`src/rtl/bb_xlate_pkg.sv`:
```
`timescale 1ns/1ps
package bb_xlate_pkg;

  localparam int ATTR_W = 3;
  localparam logic [ATTR_W-1:0] ATTR_UNCACHED = '0;

  typedef enum logic [2:0] {
    SEL_IBASE  = 3'd0,
    SEL_IBOUND = 3'd1,
    SEL_DBASE  = 3'd2,
    SEL_DBOUND = 3'd3,
    SEL_ATTR   = 3'd4
  } regSel_e;

  // strobes from control to datapath
  typedef struct packed {
    logic wrIBase;
    logic wrIBound;
    logic wrDBase;
    logic wrDBound;
    logic wrAttr;
    logic useInst;     // pick instruction pair
    logic relocate;    // user segment: limit check + base add
    logic fixedClear;  // direct-mapped kernel window
    logic forceUnc;    // uncached kernel window
    logic privFault;   // kernel-only region from user mode
  } xlateStrb_t;

endpackage

```
`src/rtl/bb_xlate_ctrl.sv`:
```
`timescale 1ns/1ps
module bb_xlate_ctrl
  import bb_xlate_pkg::*;
#(
  parameter int RB = 3
) (
  input  logic [RB-1:0] region,
  input  logic          kernelMode,
  input  logic          accFetch,
  input  logic          regWrEn,
  input  logic [2:0]    regWrSel,
  output xlateStrb_t    strb
);

  localparam int NR = 1 << RB;
  localparam logic [RB-1:0] RGN_KCACHED   = RB'(NR / 2);
  localparam logic [RB-1:0] RGN_KUNCACHED = RB'(NR / 2 + 1);

  logic userSeg;
  assign userSeg = ~region[RB-1];

  always_comb begin
    strb = '0;
    if (regWrEn) begin
      case (regSel_e'(regWrSel))
        SEL_IBASE:  strb.wrIBase  = 1'b1;
        SEL_IBOUND: strb.wrIBound = 1'b1;
        SEL_DBASE:  strb.wrDBase  = 1'b1;
        SEL_DBOUND: strb.wrDBound = 1'b1;
        SEL_ATTR:   strb.wrAttr   = 1'b1;
        default:    ;
      endcase
    end
    strb.useInst    = accFetch;
    strb.relocate   = userSeg;
    strb.fixedClear = (region == RGN_KCACHED) || (region == RGN_KUNCACHED);
    strb.forceUnc   = (region == RGN_KUNCACHED);
    strb.privFault  = ~userSeg & ~kernelMode;
  end

endmodule

```
`src/rtl/bb_xlate_datapath.sv`:
```
`timescale 1ns/1ps
module bb_xlate_datapath
  import bb_xlate_pkg::*;
#(
  parameter int AW = 32,
  parameter int RB = 3
) (
  input  logic              clk,
  input  logic              rstN,
  input  xlateStrb_t        strb,
  input  logic [AW-1:0]     regWrData,
  input  logic [AW-1:0]     vaddr,
  output logic [AW-1:0]     paddr,
  output logic [ATTR_W-1:0] cacheAttr,
  output logic              addrFault,
  output logic [AW-1:0]     badVaddr
);

  localparam int NR    = 1 << RB;
  localparam int AR_W  = NR * ATTR_W;
  localparam int LOW_W = AW - RB;

  logic [AW-1:0]   iBase, iBound, dBase, dBound;
  logic [AR_W-1:0] attrReg;

  always_ff @(posedge clk or negedge rstN) begin
    if (!rstN) begin
      iBase   <= '0;
      iBound  <= '0;
      dBase   <= '0;
      dBound  <= '0;
      attrReg <= '0;
    end else begin
      if (strb.wrIBase)  iBase   <= regWrData;
      if (strb.wrIBound) iBound  <= regWrData;
      if (strb.wrDBase)  dBase   <= regWrData;
      if (strb.wrDBound) dBound  <= regWrData;
      if (strb.wrAttr)   attrReg <= regWrData[AR_W-1:0];
    end
  end

  // per-region attribute fields
  logic [ATTR_W-1:0] fieldArr [NR];
  for (genvar g = 0; g < NR; g++) begin : g_field
    assign fieldArr[g] = attrReg[g*ATTR_W +: ATTR_W];
  end

  logic [RB-1:0] region;
  logic [AW-1:0] selBound, selBase, relocSum, fixedAddr;
  logic          inBounds, fault;

  assign region    = vaddr[AW-1 -: RB];
  assign selBound  = strb.useInst ? iBound : dBound;
  assign selBase   = strb.useInst ? iBase  : dBase;
  assign inBounds  = (vaddr <= selBound);
  assign relocSum  = vaddr + selBase;
  assign fixedAddr = {{RB{1'b0}}, vaddr[LOW_W-1:0]};
  assign fault     = strb.privFault | (strb.relocate & ~inBounds);

  always_comb begin
    addrFault = fault;
    if (fault) begin
      paddr     = '0;
      cacheAttr = ATTR_UNCACHED;
      badVaddr  = vaddr;
    end else begin
      badVaddr = '0;
      if (strb.relocate)        paddr = relocSum;
      else if (strb.fixedClear) paddr = fixedAddr;
      else                      paddr = vaddr;
      cacheAttr = strb.forceUnc ? ATTR_UNCACHED : fieldArr[region];
    end
  end

endmodule

```
`src/rtl/bb_xlate_top.sv`:
```
`timescale 1ns/1ps
module bb_xlate_top
  import bb_xlate_pkg::*;
#(
  parameter int AW = 32,
  parameter int RB = 3
) (
  input  logic              clk,
  input  logic              rstN,
  input  logic [AW-1:0]     vaddr,
  input  logic              accFetch,
  input  logic              kernelMode,
  input  logic              regWrEn,
  input  logic [2:0]        regWrSel,
  input  logic [AW-1:0]     regWrData,
  output logic [AW-1:0]     paddr,
  output logic [ATTR_W-1:0] cacheAttr,
  output logic              addrFault,
  output logic [AW-1:0]     badVaddr
);

  xlateStrb_t strb;

  bb_xlate_ctrl #(.RB(RB)) i_ctrl (
    .region     (vaddr[AW-1 -: RB]),
    .kernelMode (kernelMode),
    .accFetch   (accFetch),
    .regWrEn    (regWrEn),
    .regWrSel   (regWrSel),
    .strb       (strb)
  );

  bb_xlate_datapath #(.AW(AW), .RB(RB)) i_dp (
    .clk       (clk),
    .rstN      (rstN),
    .strb      (strb),
    .regWrData (regWrData),
    .vaddr     (vaddr),
    .paddr     (paddr),
    .cacheAttr (cacheAttr),
    .addrFault (addrFault),
    .badVaddr  (badVaddr)
  );

endmodule

```
`config.mk`:
```
export PLATFORM = sky130hd
export DESIGN_NAME = bb_xlate_top
export DESIGN_NICKNAME = d
export VERILOG_FILES = /design/src/rtl/bb_xlate_pkg.sv /design/src/rtl/bb_xlate_ctrl.sv /design/src/rtl/bb_xlate_datapath.sv /design/src/rtl/bb_xlate_top.sv
export SDC_FILE = /design/constraint.sdc
export NUM_CORES = 1
export LEC_CHECK = 0
export ABC_AREA = 1
export CORE_ASPECT_RATIO = 1.75
export CORE_MARGIN = 2
export CORE_UTILIZATION = 45
export CTS_BUF_LIST = sky130_fd_sc_hd__clkbuf_2 sky130_fd_sc_hd__clkbuf_4 sky130_fd_sc_hd__clkbuf_8
export DETAILED_ROUTE_END_ITERATION = 10
export HOLD_SLACK_MARGIN = 0.03
export PLACE_DENSITY = 0.64
export SLEW_MARGIN = 5
export SYNTH_ARGS = -nofsm -noshare
export SYNTH_HDL_FRONTEND = slang
export SYNTH_SLANG_ARGS = --single-unit
export TNS_END_PERCENT = 100
```
`constraint.sdc`:
```
create_clock -name clk -period 4.3 [get_ports clk]
set_clock_uncertainty 0.15 [all_clocks]
set_input_delay 0.86 -clock clk [delete_from_list [all_inputs] [get_ports clk]]
set_output_delay 0.86 -clock clk [all_outputs]
set_load 0.05 [all_outputs]
```
# [Word level (Yosys, flattened, before mapping)]
# Cells that the tools add are included.
[op_classes] n_addsub=1 n_lt_le_gt_ge=2 n_eq_ne=6 mux=17 bitwise=7 reduce_logical=2
[op_table] cell="$mux W32" count=6
[op_table] cell="$add A32 B32 Y32" count=1
[op_table] cell="$le A32 B32 Y1" count=1
[op_table] cell="$mux W3" count=4
[op_table] cell="$bmux W3 S3" count=1
[op_table] cell="$eq A3 B3 Y1 const B" count=3
[op_table] cell="$eq A3 B2 Y1 const B" count=2
[op_table] cell="$mux W1" count=5
[op_table] cell="$mux W5" count=1
[op_table] cell="$ge A4 B4 Y1 const B" count=1
[op_table] cell="$not A3 Y4" count=1
[op_table] cell="$eq A3 B1 Y1 const B" count=1
[op_table] cell="$logic_not A3 Y1" count=1
[op_table] cell="$not A1 Y1" count=3
[op_table] cell="$and A1 B1 Y1" count=2
[op_table] cell="$logic_or A1 B1 Y1" count=1
[op_table] cell="$or A1 B1 Y1" count=1
[word_totals] regBits=152 inputBits=72 word_cells=40

# [Depth between registers and ports, before layout]
# Gate-level depths: netlist (run 1).
[depth] word_depth=6 ltp_mapped=18 ltp_nobuf=17

# [Cells and area by module]
# Synthesis (run 1) repeated with hierarchy kept, for this count alone.
[hier_totals] cells_unflattened=1471 hier_area_um2=10508.8
[modules_own_cells] module="bb_xlate_datapath" instances=1 cells_per_inst=1454 area_each_um2=10431.3 seq_area_each_um2=3803.6
[modules_own_cells] module="bb_xlate_ctrl" instances=1 cells_per_inst=17 area_each_um2=77.6 seq_area_each_um2=0.0

# [Worst setup path before layout (run 1)]
# No wires, ideal clock.
[synth_path] path_kind="input-to-output" from="input accFetch" to="output badVaddr[2]" t_arrival_ns=3.672 setup_slack_ns=-0.382 stages=12 cell_sequence="clkbuf_1 buf_2 mux2i_1 ha_1 nand2_1 nor2_2 nand2_1 nor3b_2 nand2_1 nand2_2 nand2_4 a21boi_0"
[synth_via] elab_chain_cells=6
[synth_lines] element="start: declaration" line_no="bb_xlate_top.sv:11" rtl="input logic accFetch,"
[synth_lines] element="$mux W32" line_no="bb_xlate_datapath.sv:53" rtl="assign selBound = strb.useInst ? iBound : dBound;"
[synth_lines] element="$le A32 B32 Y1" line_no="bb_xlate_datapath.sv:55" rtl="assign inBounds = (vaddr <= selBound);"
[synth_lines] element="$not A1 Y1" line_no="bb_xlate_datapath.sv:58" rtl="assign fault = strb.privFault | (strb.relocate & ~inBounds);"
[synth_lines] element="$and A1 B1 Y1" line_no="bb_xlate_datapath.sv:58"
[synth_lines] element="$or A1 B1 Y1" line_no="bb_xlate_datapath.sv:58"
[synth_lines] element="$mux W32" line_no="bb_xlate_datapath.sv:62" rtl="if (fault) begin"
[synth_lines] element="end: declaration" line_no="bb_xlate_top.sv:19" rtl="output logic [AW-1:0] badVaddr"
# Every way passes these cells.

# [Worst setup path after layout (run 1)]
[layout_path] from="input accFetch" to="output paddr[14]"
[layout_via] elab_chain_cells=6 word_cells_on_any_way=9 classes_between="1 x add/sub; 1 x order compare; 4 x mux; 3 x bitwise"
[layout_lines] element="$mux W32" line_no="bb_xlate_datapath.sv:53"
[layout_lines] element="$le A32 B32 Y1" line_no="bb_xlate_datapath.sv:55"
[layout_lines] element="$not A1 Y1" line_no="bb_xlate_datapath.sv:58"
[layout_lines] element="$and A1 B1 Y1" line_no="bb_xlate_datapath.sv:58"
[layout_lines] element="$or A1 B1 Y1" line_no="bb_xlate_datapath.sv:58"
[layout_lines] element="$mux W32 (*)" line_no="bb_xlate_datapath.sv:62"
[layout_lines] element="end: declaration" line_no="bb_xlate_top.sv:16" rtl="output logic [AW-1:0] paddr,"
# Mark *: on every way between the ends. The rest lies on a longest branch, timed or not.

==> metrics.md, run 1 <==
| Metric | Value |
|---|---|
| Status | `finished, final reports clean` |
| Max_cap viols | `0` |
| Peak supply drop | `0.362 mV` |
| Top cells by area, synth | `dfrtp_1 (37%), nand2_1 (17%), o21ai_0 (9.0%)` |
| Synthesized area | `0.0103 mm²` |
| Final Hold Viols | `0` |
| Largest net degree at the start of global routing | `94` |
| Yosys cell types | `40` |
| Final ANT Viol Nets | `0` |
| Worst Path Buf+Inv | `6` |
| CP max stage delay | `310 ps` |
| Final wirelength | `34.9 mm` |
| Post-synth ARST share | `1.00` |
| Clk slew on worst S/H paths | `80 ps` |
| Detailed Routing Iterations Pass 1 | `5` |
| RSZ-0062 raised after global routing | `true` |
| Ys flop type | `dfrtp_1` |
| Routed len/inst | `between 15 and 20 µm` |
| Critical Path AT | `3280 ps` |
| CTS max path bufs | `2` |
| Pins Over Slew Limit | `0` |
| Clk_lat worst skew | `460 ps` |
| CP Cell Sequence | `buf_12 -> buf_12 -> buf_12 -> mux2i_1 -> ha_1 -> nand2_1 -> nor2_1 -> nand2_1 -> nor3b_2 -> buf_4 -> a21oi_2 -> nand2_4 -> nand2_8 -> clkbuf_16 -> nor2_2 -> buf_12` |
| Tot GR Track Use | `0.285` |
| CP Launch Type | `input port` |
| Yosys top cell by area | `dfrtp_1` |
| Most used cell along the critical path | `buf_12` |
| DRC | `0` |
| FF+latch count, synth | `~150` |
| Die X | `119 µm` |
| Number of global-route vias before repair | `10,100` |
| Highest Clock Rate | `233 MHz` |
| Net count reported at finish | `1,822` |
| CTS root buf | `clkbuf_8` |
| Cts hold-fix bufs | `0` |
| Total die area | `approximately 0.024 mm²` |
| Port bufs | `139` |
| Initial antenna violation count | `0` |
| Core Area | `0.0227 mm²` |
| Max_slew headroom | `0.424` |
| Final Cycle Share | `0.997` |
| CTS Buf Count | `17` |
| First-pass GRT wire length | `53.4 mm` |
| Syn_area_per_cell | `7.10 µm²` |
| Crit path max-delay cell type | `ha_1` |
| Avg Vias per Cell | `5.14` |
| H-tree depth | `4` |
| Tightest Hold Check Type | `in2async` |
| Worst Path Max Fanout | `7` |
| Multi-input logic area | `0.00637 mm²` |
| Synthesis-to-layout area growth | `46.3%` |
| Layout cells sized above 1 | `0.251` |
| EDFF count, synth | `0` |
| WP depth | `16` |
| Register area share after synthesis | `0.368` |
| Most frequent cells in the layout | `nand2_1 (444), inv_1 (199), o21ai_0 (183), dfrtp_1 (152), buf_4 (107)` |
| Pwr/cell area | `between 400 and 500 mW/mm²` |
| Final setup vio count | `0` |
| ANT cells | `0` |
| Worst Path Required | `3290 ps` |
| Initial Util | `0.456` |
| Synth Instances | `1,455` |
| Vias | `10,300` |
| Hold Slack | `between 300 and 400 ps` |
| Yosys top cell area share | `0.368` |
| Largest delay share family, worst path | `buffers and inverters` |
| CP endpoint kind | `output port` |
| Worst Tran Pin Value | `between 800 and 900 ps` |
| CTS tree | `yes` |
| Rows | `73` |
| RD Place Congestion | `0.937` |
| Die Y | `~200 µm` |
| Reg2reg path depth | `2` |
| Syn Nets | `1,591` |
| Storage element area | `0.00380 mm²` |
| Fill cells | `around 2,000` |
| Hpwl dp | `26.3 mm` |
| WS Path Type | `in2out` |
| Total leakage power | `around 7.6 nW` |
| Setup TNS | `0 ps` |
| Sink Count | `around 150` |
| Grt ovf | `0` |
| Io pins | `140` |
| Most common cell after layout, fill and taps aside | `nand2_1` |
| Min cycle time layout | `4290 ps` |
| YS warnings | `0` |
| First DRT Iteration DRCs | `~600` |
[report_power, final]
part | leakage, nW | switching (mW) | internal (mW)
clock network | 0.255 | 0.524 | 0.853
registers | 1.91 | 0.152 | 1.70
logic | 5.47 | 1.79 | 1.42
total | 7.63 | 2.46 | 3.97
[layout make-up]
class / count / area share
repair buffers: 265 / 0.217
well taps: 300 / 0.0249
inverters: 204 / 0.0507
clock buffers: 20 / 0.0182
clock inverters: 12 / 0.0162
flip-flops and latches: 152 / 0.252
multi-input cells: 1046 / 0.422
[final timing paths]
kind / startpoint / endpoint / slack (ps)
max: accFetch / paddr[14] / 10
min: rstN / i_dp.dBound[5] / 300
max reg2reg: i_dp.iBase[5] / i_dp.iBase[5] / 3420
min reg2reg: i_dp.dBase[16] / i_dp.dBase[16] / 330
max in group asynchronous: rstN / i_dp.iBase[14] / 2820
min in group clk: i_dp.dBase[16] / i_dp.dBase[16] / 330
[metal layers]
| layer | global-route usage | part of all wire |
|---|---|---|
| met2 | 0.524 | 0.53 |
| met4 | 0.108 | 0.035 |
| met1 | 0.338 | 0.40 |
| met3 | 0.0363 | 0.037 |
| met5 | 0 | 0 |
[timing repair]
item	4_1_cts	5_1_grt
setup buffers	3	7
endpoints found under the setup margin	38	64
pin swaps	5	15
resized for setup	41	104
cloned	1	5
[state kept, by name, summed over array words and instances, names as in the netlist]
| signal | cells |
|---|---|
| i_dp.iBase | 32 |
| i_dp.attrReg | 24 |
| i_dp.iBound | 32 |
| i_dp.dBound | 32 |
| i_dp.dBase | 32 |
[synthesized netlist by cell type, drive strengths merged (2+ instances only)]
cell	instances
a21boi	6
a21oi	55
buf	15
clkbuf	39
dfrtp	152
ha	63
inv	203
mux2	31
mux2i	32
nand2	470
nand3	45
nand4	6
nor2	118
nor3	3
o211ai	3
o21a	2
o21ai	186
o21bai	2
o221ai	3
o22ai	4
xor2	8
[per-stage QoR]
stage | setup WS, ps | instances | area [µm²] | utilization | power (mW)
floorplan | -382 | 1455 | 10500 | - | 3.47
global placement | -372 | 1952 | 13700 | 0.604 | 4.72
detailed placement | -354 | 1952 | 13700 | 0.604 | 4.76
CTS | -43.6 | 1988 | 14400 | 0.637 | 6.22
global route | -56.4 | 1999 | 15100 | 0.667 | 6.81
finish | 12.5 | 1999 | 15100 | 0.667 | 6.43
[cell families after synthesis]
logic type / synth area share
multiplexers: 0.0648
XOR/XNOR: 0.00763
buffers and inverters: 0.100
flip-flops: 0.368
AND/OR/NAND/NOR: 0.248
adder cells (fa/ha/maj): 0.0783
AO/OA/AOI/OAI: 0.133
No activity file was read; power rests on OpenSTA's default activity.
==> inputs of run 2 (changes only) <==
CELL_PAD_IN_SITES_DETAIL_PLACEMENT = 1   (was unset)
CELL_PAD_IN_SITES_GLOBAL_PLACEMENT = 1   (was unset)
CORE_UTILIZATION = 40   (was 45)
PLACE_DENSITY = 0.77   (was 0.64)
==> run 2 against run 1 <==
Net effect:
- the run now ends with negative setup slack left
- non-clock buffer count is 12 higher
- design area is 4.8% higher
- via count is 11% higher
- global-route usage is 1.7 points higher
- critical endpoint is now paddr[5]
- critical path depth is 2 higher
- maximum frequency is 5.7% lower
- clock-buffer cell count is 3 lower
- sequential power is 3% higher
- die area is 12% higher
- clock power is 21% lower
- sequential share of layout area is 1.2 points lower
==> metrics.md, run 2 (synthesis gave the netlist of run 1 again) <==
| Metric | Value |
|---|---|
| Post-place setup slack | `-317 ps (was -354 ps)` |
| Net count reported at finish | `1,833 (was 1,822)` |
| Layout cells sized above 1 | `0.297 (was 0.251)` |
| Worst R2R End | `i_dp.dBase[22] (was i_dp.iBase[5])` |
| Post-route cell area | `0.0158 mm² (was 0.0151 mm²)` |
| Initial Util | `0.407 (was 0.456)` |
| Most common cell after layout, fill and taps aside | `nand2_1 (unchanged)` |
| Min cycle time layout | `4550 ps (was 4290 ps)` |
| Post-Layout Cell Count | `2,025 (was 1,999)` |
| Rows | `77 (was 73)` |
| Tightest Hold Check Type | `in2async (unchanged)` |
| CP Launch Type | `input port (unchanged)` |
| Setup TNS | `-9990 ps (was 0 ps)` |
| Io pins | `140 (unchanged)` |
| Worst Path Max Fanout | `8 (was 7)` |
| Number of global-route vias before repair | `11,700 (was 10,100)` |
| Largest delay share family, worst path | `simple AND/OR/NAND/NOR gates (was buffers and inverters)` |
| WP depth | `18 (was 16)` |
| Final Cycle Share | `1.06 (was 0.997)` |
| Initial antenna violation count | `0 (unchanged)` |
| RSZ-0062 raised after global routing | `true (unchanged)` |
| Sink Count | `152 (unchanged)` |
| CTS tree | `yes (unchanged)` |
| CTS Buf Count | `17 (unchanged)` |
| RD Place Congestion | `0.937 (about the same)` |
| Synthesis-to-layout area growth | `53.4% (was 46.3%)` |
| Final setup vio count | `67 (was 0)` |
| Most used cell along the critical path | `buf_12 (unchanged)` |
| Status | `finished with violations (was finished, final reports clean)` |
| Critical Path AT | `3540 ps (was 3280 ps)` |
| Core Area | `0.0253 mm² (was 0.0227 mm²)` |
| Die X | `125 µm (was 119 µm)` |
| CTS max path bufs | `2 (unchanged)` |
| Failing checks | `negative setup slack` |
| Final Hold Viols | `0 (unchanged)` |
| Total die area | `0.0272 mm² (was 0.0242 mm²)` |
| Total leakage power | `7.80 nW (was 7.63 nW)` |
| Pwr/cell area | `426 mW/mm² (about the same)` |
| Placed insts | `1,972 (was 1,952)` |
| Detailed Routing Iterations Pass 1 | `5 (unchanged)` |
| Most frequent cells in the layout | `nand2_1 (413), inv_1 (196), o21ai_0 (180), dfrtp_1 (152), buf_4 (106) (was nand2_1 (444), inv_1 (199), o21ai_0 (183), dfrtp_1 (152), buf_4 (107))` |
| First-pass GRT wire length | `63.6 mm (was 53.4 mm)` |
| Crit path max-delay cell type | `ha_1 (unchanged)` |
| Peak supply drop | `0.343 mV (was 0.362 mV)` |
| Port bufs | `139 (unchanged)` |
| Avg Vias per Cell | `5.65 (was 5.14)` |
| Worst Tran Pin Value | `868 ps (was 863 ps)` |
| Grt ovf | `0 (unchanged)` |
| Die Y | `217 µm (was 204 µm)` |
| Layout Utilization | `0.625 (was 0.667)` |
| Clk_lat worst skew | `470 ps (was 460 ps)` |
| Highest Clock Rate | `220 MHz (was 233 MHz)` |
| CP max stage delay | `330 ps (was 310 ps)` |
| DRC | `0 (unchanged)` |
| Worst Path Required | `3290 ps (about the same)` |
| Routed len/inst | `23.5 µm (was 17.5 µm)` |
| CTS root buf | `clkbuf_8 (unchanged)` |
| Vias | `11,400 (was 10,300)` |
| Max_cap viols | `0 (unchanged)` |
| Pins Over Slew Limit | `0 (unchanged)` |
| Critical Path End | `paddr[5] (was paddr[14])` |
| First DRT Iteration DRCs | `722 (was 585)` |
| Reg2reg start | `i_dp.dBase[22] (was i_dp.iBase[5])` |
| Final ANT Viol Nets | `0 (unchanged)` |
| Final wirelength | `47.6 mm (was 34.9 mm)` |
| CP Cell Sequence | `buf_12 -> buf_12 -> buf_16 -> buf_4 -> mux2i_2 -> ha_1 -> a21o_1 -> nor2_2 -> nand2_1 -> nand2_1 -> nand2_2 -> nand2_2 -> nand2_4 -> nand2_8 -> nand2_8 -> clkbuf_16 -> nor2_4 -> buf_12 (was buf_12 -> buf_12 -> buf_12 -> mux2i_1 -> ha_1 -> nand2_1 -> nor2_1 -> nand2_1 -> nor3b_2 -> buf_4 -> a21oi_2 -> nand2_4 -> nand2_8 -> clkbuf_16 -> nor2_2 -> buf_12)` |
| Placement Cell Area | `0.0137 mm² (about the same)` |
| Tot GR Track Use | `0.303 (was 0.285)` |
| Crit. Startpoint | `accFetch (unchanged)` |
| Worst Setup Slack, final | `-249 ps (was 12.5 ps)` |
| Reg2reg path depth | `2 (unchanged)` |
| Reg2reg setup slack | `3320 ps (was 3420 ps)` |
| Max_slew headroom | `0.421 (was 0.424)` |
| Largest net degree at the start of global routing | `92 (was 94)` |
| CP endpoint kind | `output port (unchanged)` |
| Hpwl dp | `30.3 mm (was 26.3 mm)` |
| WS Path Type | `in2out (unchanged)` |
| ANT cells | `0 (unchanged)` |
| H-tree depth | `4 (unchanged)` |
| Clk slew on worst S/H paths | `80 ps (about the same)` |
| Worst Path Buf+Inv | `6 (unchanged)` |
==> run 2: cell count changes in the layout (fill, tap and decap cells not counted), moves of 6 or more <==
cell     delta
ha_4        +6
buf_6       +6
nor2_4     +15
a21oi_2    -13
nor2_1     -11
mux2i_1     -7
nand2_2    +25
a21oi_4    +21
nand2_1    -31
a21oi_1     -8
==> run 2: per-layer routing <==
| layer | up-vias | global-route usage | part of all wire |
|---|---|---|---|
| met5 | - | 0 | 0 |
| met4 | 0 | 0.164 | 0.075 |
| met3 | 173 | 0.0338 | 0.038 |
| met2 | 422 | 0.558 | 0.52 |
| met1 | 5721 | 0.336 | 0.36 |
| li1 | 5121 | - | - |
==> run 2: how the worst min path moves through the flow <==
stage	start	cells past startpoint	to
after CTS	rstN	1	i_dp.iBound[3]
final	rstN	1	i_dp.iBound[3]
after floorplan	i_dp.iBase[0]	2	i_dp.iBase[0]
after global placement	i_dp.iBase[12]	2	i_dp.iBase[12]
after detailed placement	i_dp.iBase[4]	2	i_dp.iBase[4]
after global routing	i_dp.attrReg[8]	2	i_dp.attrReg[8]
==> run 2: layout make-up <==
class | count | area, µm²
timing repair buffer | 277 | 3510
fill | 2962 | 9500
clock inverter | 14 | 151
clock buffer | 17 | 234
sequential | 152 | 3800
inverter | 204 | 768
tap | 316 | 395
multi-input combinational | 1045 | 6980
==> run 2: through the flow <==
| step | hold slack, ps | power [mW] |
|---|---|---|
| 3_5_place_dp | 318 | 4.88 |
| 6_report | 290 | 6.75 |
| 3_3_place_gp | 310 | 4.76 |
| 2_1_floorplan | 298 | 3.47 |
| 4_1_cts | 342 | 6.19 |
| 5_1_grt | 355 | 7.06 |
==> run 2: repair_timing <==
item / 4_1_cts / 5_1_grt
gates cloned: 3 / 7
pin swaps: 19 / 54
setup buffers: 4 / 9
hold buffers: 0 / 0
gates resized for setup: 115 / 179
setup endpoints to repair: 54 / 67
==> run 2: worst register-to-register path, delay by kind of cell, from the launching register on <==
kind	cells	cell delay (ps)
DFF	1	430
and+or+nand+nor	1	100
AOI/OAI and AO/OA	1	140
==> run 2: report_power, final <==
group	internal [mW]	switching, mW
clock	0.514	0.572
sequential	1.70	0.198
combinational	1.60	2.16
total	3.81	2.93
